**src/rtl/blkcopy_pkg.sv**
```systemverilog
package blkcopy_pkg;
   typedef enum logic [1:0] {
      ST_IDLE = 2'd0,
      ST_RD   = 2'd1,
      ST_WR   = 2'd2
   } bc_state_e;

   localparam int DEF_REPEAT_COST = 21;
   localparam int DEF_FINAL_COST  = 16;
   localparam logic [7:0] DEF_CLEAR_MASK = 8'b0001_0110;
endpackage

```
**src/rtl/blkcopy_ptrs.sv**
```systemverilog
module blkcopy_ptrs #(
   parameter int ADDR_W = 16,
   parameter int CNT_W  = 16
) (
   input  logic              clk,
   input  logic              rst_n,
   input  logic              load,
   input  logic              step,
   input  logic [ADDR_W-1:0] src_in,
   input  logic [ADDR_W-1:0] dst_in,
   input  logic [CNT_W-1:0]  cnt_in,
   output logic [ADDR_W-1:0] src_q,
   output logic [ADDR_W-1:0] dst_q,
   output logic [CNT_W-1:0]  cnt_q,
   output logic              last
);
   localparam logic [ADDR_W-1:0] ADDR_ONE = ADDR_W'(1);
   localparam logic [CNT_W-1:0]  CNT_ONE  = CNT_W'(1);

   always_ff @(posedge clk or negedge rst_n) begin
      if (!rst_n) begin
         src_q <= '0;
         dst_q <= '0;
         cnt_q <= '0;
      end else if (load) begin
         src_q <= src_in;
         dst_q <= dst_in;
         cnt_q <= cnt_in;
      end else if (step) begin
         src_q <= src_q + ADDR_ONE;
         dst_q <= dst_q + ADDR_ONE;
         cnt_q <= cnt_q - CNT_ONE;
      end
   end

   assign last = (cnt_q == CNT_ONE);
endmodule

```
**src/rtl/blkcopy_ctrl.sv**
```systemverilog
module blkcopy_ctrl
   import blkcopy_pkg::*;
(
   input  logic clk,
   input  logic rst_n,
   input  logic start,
   input  logic last,
   output logic load,
   output logic step,
   output logic rd_en,
   output logic wr_en,
   output logic busy,
   output logic done,
   output logic final_iter
);
   bc_state_e state_q, state_d;
   logic      done_q;

   always_comb begin
      state_d = state_q;
      load    = 1'b0;
      step    = 1'b0;
      rd_en   = 1'b0;
      wr_en   = 1'b0;
      unique case (state_q)
         ST_IDLE: begin
            if (start) begin
               load    = 1'b1;
               state_d = ST_RD;
            end
         end
         ST_RD: begin
            rd_en   = 1'b1;
            state_d = ST_WR;
         end
         ST_WR: begin
            wr_en   = 1'b1;
            step    = 1'b1;
            state_d = last ? ST_IDLE : ST_RD;
         end
         default: state_d = ST_IDLE;
      endcase
   end

   always_ff @(posedge clk or negedge rst_n) begin
      if (!rst_n) begin
         state_q <= ST_IDLE;
         done_q  <= 1'b0;
      end else begin
         state_q <= state_d;
         done_q  <= (state_q == ST_WR) && last;
      end
   end

   assign busy       = (state_q != ST_IDLE);
   assign done       = done_q;
   assign final_iter = (state_q == ST_WR) && last;
endmodule

```
**src/rtl/blkcopy_flagmask.sv**
```systemverilog
module blkcopy_flagmask #(
   parameter int               FLAG_W     = 8,
   parameter logic [FLAG_W-1:0] CLEAR_MASK = 8'b0001_0110
) (
   input  logic              clk,
   input  logic              rst_n,
   input  logic              load,
   input  logic [FLAG_W-1:0] flags_in,
   output logic [FLAG_W-1:0] flags_q
);
   localparam logic [FLAG_W-1:0] KEEP_MASK = ~CLEAR_MASK;

   for (genvar i = 0; i < FLAG_W; i++) begin : g_bit
      always_ff @(posedge clk or negedge rst_n) begin
         if (!rst_n)
            flags_q[i] <= 1'b0;
         else if (load)
            flags_q[i] <= flags_in[i] & KEEP_MASK[i];
      end
   end
endmodule

```
**src/rtl/blkcopy_engine.sv**
```systemverilog
module blkcopy_engine
   import blkcopy_pkg::*;
#(
   parameter int               ADDR_W      = 16,
   parameter int               CNT_W       = 16,
   parameter int               DATA_W      = 8,
   parameter int               FLAG_W      = 8,
   parameter int               REPEAT_COST = DEF_REPEAT_COST,
   parameter int               FINAL_COST  = DEF_FINAL_COST,
   parameter logic [FLAG_W-1:0] CLEAR_MASK = DEF_CLEAR_MASK,
   localparam int              COST_W      = $clog2(REPEAT_COST + 1)
) (
   input  logic              clk,
   input  logic              rst_n,
   input  logic              start,
   input  logic [ADDR_W-1:0] src_in,
   input  logic [ADDR_W-1:0] dst_in,
   input  logic [CNT_W-1:0]  cnt_in,
   input  logic [FLAG_W-1:0] flags_in,
   output logic [ADDR_W-1:0] mem_addr,
   output logic              mem_rd_en,
   output logic              mem_wr_en,
   output logic [DATA_W-1:0] mem_wdata,
   input  logic [DATA_W-1:0] mem_rdata,
   output logic              busy,
   output logic              done,
   output logic              iter_pulse,
   output logic [COST_W-1:0] iter_cost,
   output logic [ADDR_W-1:0] src_out,
   output logic [ADDR_W-1:0] dst_out,
   output logic [CNT_W-1:0]  cnt_out,
   output logic [FLAG_W-1:0] flags_out
);
   initial begin
      assert (ADDR_W >= 2) else $error("ADDR_W too small");
      assert (CNT_W >= 2) else $error("CNT_W too small");
      assert (FINAL_COST < REPEAT_COST) else $error("final cost must be below repeat cost");
      assert (FINAL_COST > 0) else $error("final cost must be positive");
   end

   logic load, step, last, final_iter;

   blkcopy_ptrs #(.ADDR_W(ADDR_W), .CNT_W(CNT_W)) ptrs_i (
      .clk(clk), .rst_n(rst_n), .load(load), .step(step),
      .src_in(src_in), .dst_in(dst_in), .cnt_in(cnt_in),
      .src_q(src_out), .dst_q(dst_out), .cnt_q(cnt_out), .last(last)
   );

   blkcopy_ctrl ctrl_i (
      .clk(clk), .rst_n(rst_n), .start(start), .last(last),
      .load(load), .step(step), .rd_en(mem_rd_en), .wr_en(mem_wr_en),
      .busy(busy), .done(done), .final_iter(final_iter)
   );

   blkcopy_flagmask #(.FLAG_W(FLAG_W), .CLEAR_MASK(CLEAR_MASK)) flags_i (
      .clk(clk), .rst_n(rst_n), .load(load),
      .flags_in(flags_in), .flags_q(flags_out)
   );

   assign mem_addr   = mem_wr_en ? dst_out : src_out;
   assign mem_wdata  = mem_rdata;
   assign iter_pulse = step;
   assign iter_cost  = !step      ? '0 :
                       final_iter ? COST_W'(FINAL_COST) : COST_W'(REPEAT_COST);
endmodule


```
**config.mk**
```make
export PLATFORM = sky130hd
export DESIGN_NAME = blkcopy_engine
export DESIGN_NICKNAME = d
export VERILOG_FILES = /design/src/rtl/blkcopy_pkg.sv /design/src/rtl/blkcopy_ptrs.sv /design/src/rtl/blkcopy_ctrl.sv /design/src/rtl/blkcopy_flagmask.sv /design/src/rtl/blkcopy_engine.sv
export SDC_FILE = /design/constraint.sdc
export NUM_CORES = 1
export LEC_CHECK = 0
export BUFFER_PORTS_ARGS = -buffer_cell sky130_fd_sc_hd__buf_2
export CORE_ASPECT_RATIO = 0.9
export CORE_MARGIN = 10
export CORE_UTILIZATION = 51
export CTS_CLUSTER_DIAMETER = 30
export DETAILED_ROUTE_END_ITERATION = 8
export GPL_TIMING_DRIVEN = 0
export PLACE_DENSITY = 0.86
export SLEW_MARGIN = 10
export SYNTH_ARGS = -nofsm -noshare
export SYNTH_HDL_FRONTEND = slang
export SYNTH_SLANG_ARGS = --single-unit
export TNS_END_PERCENT = 10
```
**constraint.sdc**
```tcl
create_clock -name clk -period 6.16 [get_ports clk]
set_input_delay 0 -clock clk [delete_from_list [all_inputs] [get_ports clk]]
set_output_delay 0 -clock clk [all_outputs]
set_load 0.01 [all_outputs]
```
==> results.yml <==
route:
  drc: 0
  vias_per_cell: 5.60
  drt_first_iter_violations: 334
  num_vias: 3950
  dr.pass1.iters: 6
  wire_per_inst_um: 17.9
  finalWirelength_um: 12600
  ant_nets: 0
pwr:
  pwr-share-clk: 0.152
  internal_power_mw: 0.960
  leakage_nw: 2.17
  p_sw_mw: 0.763
  p_comb_frac: 0.450
  p_total_mw: 1.72
  ir_worst_vdd_uv: 213
  power_density_mw_per_mm2: 355
  p_seq_frac: 0.398
  sw_frac_of_total: 0.443
clock_network:
  cts_made_buffers: 5
  cts_tree: "done"
  numClockSinks: 56
  clockBufferDepth: 2
  clkTransAtPathRegs_ns: 0.11
  cts_resized: 0
  clock_latency_ns: 0.32
  h-tree-depth: 2
  cts_root_buffer: "clkbuf_8"
  postCtsSetupRepairBufs: 0
sta:
  period_minus_slack_ns: 2.89
  fin_tns_setup_ns: 0
  rsz0062_at_grt: "false"
  setup_viol_count_final: 0
  fin_ws_ns: 3.27
  final-max-slew-violation-count: 0
  fmax_ghz: 0.347
  hold_violations: 0
  skew_ns: 0.0127
  period_share: 0.469
  timing.hold.ws_ns: 0.187
  tightest_slew_ns: 0.739
  slew_headroom: 0.507
grt:
  grt_max_degree: 57
  grt_pass1_vias: 3995
  grt_pass1_wl_um: 20000
  antenna_found_initial: 1
  overflow: 0
  grt_usage: 0.236
synthesis:
  yosys_warnings: 0
  yosys.cell_count.top_type: "nand2_1"
  postSynthAreaPerCell_um2: 8.17
  synth_edf_count: 0
  synth-seq-area-share: 0.417
  netlist_instances: 411
  ys_ff_latch: 56
  synth_commonest_cells: "nand2_1 (113), dfrtp_1 (56), o21ai_0 (39)"
  yosys.area.top_type_share: 0.417
  synth_area_mm2: 0.00336
  synthDistinctLibCells: 44
  synth.largest_area_cell: "dfrtp_1"
  synthArstFlopShare: 1.00
  yosys_most_used_dff: "dfrtp_1"
  ys_top_cells_by_area: "dfrtp_1 (42%), nand2_1 (13%), xnor2_1 (6.0%)"
finish:
  layout.nets: 687
  fill_cells: 451
  utilization: 0.776
  drive_gt1_frac: 0.285
  syn_to_final_growth_pct: 44.4
job:
  max_cap_viol_count: 0
critical_path:
  cp_data_required_time_ns: 6.16
  critPathMaxFanout: 10
  path_class: "register to output port"
  crit_arrival_ns: 2.89
  worstSetupStartpointType: "register"
  crit_path_end_kind: "output port"
place:
  dpl.hpwl_um: 9030
  pre_cts_ws_ns: 3.72
  port_buffers: 140
  place.gp.congestion: 0.865
die:
  fp.dieW_um: 106
  start_util: 0.538
  rows: 27
  io_pins: 157
  fp.dieH_um: 97.0
  die-area_mm2: 0.0102
  core-area_mm2: 0.00625
run_status:
  status: "completed"
hold_path:
  worstHoldPathType: "input pin to output port"
## per-stage QoR
| step | instances | cell area, um2 |
|---|---|---|
| 2_1_floorplan | 415 | 3370 |
| 3_3_place_gp | 642 | 4180 |
| 3_5_place_dp | 642 | 4180 |
| 4_1_cts | 704 | 4850 |
| 5_1_grt | 705 | 4850 |
| 6_report | 705 | 4850 |
## cells in the final DEF, fill, tap and decap left out, types with 8 or more instances in the layout
master and count:
buf_2 141, nand2_1 113, dfrtp_1 56, dlygate4sd3_1 54, o21ai_0 39, xnor2_1 23, clkbuf_1 18, nor2_1 18
buf_4 17, nor4_1 15, nor3_1 9, xor2_1 8, nand3_1 8
## area by class of cell
| type | count | area [um2] | area share |
|---|---|---|---|
| Timing Repair Buffer | 194 | 1240 | 0.256 |
| Sequential cell | 56 | 1400 | 0.289 |
| Multi-Input combinational cell | 314 | 1740 | 0.359 |
| Clock buffer | 6 | 82.6 | 0.0170 |
| Inverter | 6 | 22.5 | 0.00464 |
| Tap cell | 87 | 109 | 0.0224 |
| Antenna cell | 1 | 2.50 | 0.000516 |
| Clock inverter | 2 | 38.8 | 0.00800 |
| Buffer | 39 | 209 | 0.0431 |
## per-layer routing
layer	vias to the layer above	share of wire	global-route usage
li1	1793	-	-
met1	1860	0.38	0.274
met2	269	0.49	0.394
met3	28	0.11	0.0741
met4	0	0.028	0.0962
met5	-	0	0
## power by group through the flow
| stage | clock (mW) | combinational, mW | sequential [mW] |
|---|---|---|---|
| 2_1_floorplan | 0 | 0.376 | 0.694 |
| 3_3_place_gp | 0 | 0.708 | 0.666 |
| 3_5_place_dp | 0 | 0.731 | 0.680 |
| 4_1_cts | 0.264 | 0.762 | 0.674 |
| 5_1_grt | 0.279 | 0.849 | 0.705 |
| 6_report | 0.262 | 0.774 | 0.686 |
## registers in the layout, summed over array words and instances (netlist names)
| signal | cells |
|---|---|
| ctrl_i.done | 1 |
| ctrl_i.state_q | 2 |
| flags_i.flags_q | 5 |
| ptrs_i.cnt_q | 16 |
| ptrs_i.dst_q | 16 |
| ptrs_i.src_q | 16 |
## cell families (layout without fill, tap and decap cells)
| group | after synthesis | count (layout) | share of synthesized area |
|---|---|---|---|
| AND/OR/NAND/NOR | 211 | 211 | 0.305 |
| other | 1 | 6 | 0.00112 |
| buffers and inverters | 45 | 247 | 0.0689 |
| XOR/XNOR | 31 | 31 | 0.0808 |
| flip-flops | 56 | 56 | 0.417 |
| adder cells (fa/ha/maj) | 4 | 4 | 0.0149 |
| multiplexers | 5 | 5 | 0.0149 |
| AO/OA/AOI/OAI | 58 | 58 | 0.0976 |
## worst paths after layout
check | start | end | slack [ns] | depth (start not counted)
min reg2reg | flags_i.flags_q[7] | flags_i.flags_q[7] | 0.50 | 2
min in group asynchronous | rst_n | ptrs_i.cnt_q[4] | 0.28 | 2
min | mem_rdata[5] | mem_wdata[5] | 0.19 | 2
max in group asynchronous | rst_n | ptrs_i.src_q[7] | 5.38 | 2
max | ctrl_i.state_q[0] | iter_cost[2] | 3.27 | 8
max reg2reg | ctrl_i.state_q[0] | ptrs_i.dst_q[1] | 3.80 | 8
## worst max-delay path, stage by stage, from the launching register on
cell	delay, ns
dfrtp_1	0.43
clkbuf_1	0.33
nand2b_1	0.16
clkbuf_1	0.33
clkbuf_1	0.43
buf_1	0.43
nor2_1	0.16
buf_4	0.17
buf_2	0.13
## timing repair
item                       CTS  global route
hold buffers                54             0
hold endpoints to repair    57             0
setup endpoints to repair    0             0
(Power assumes the default switching activity.)
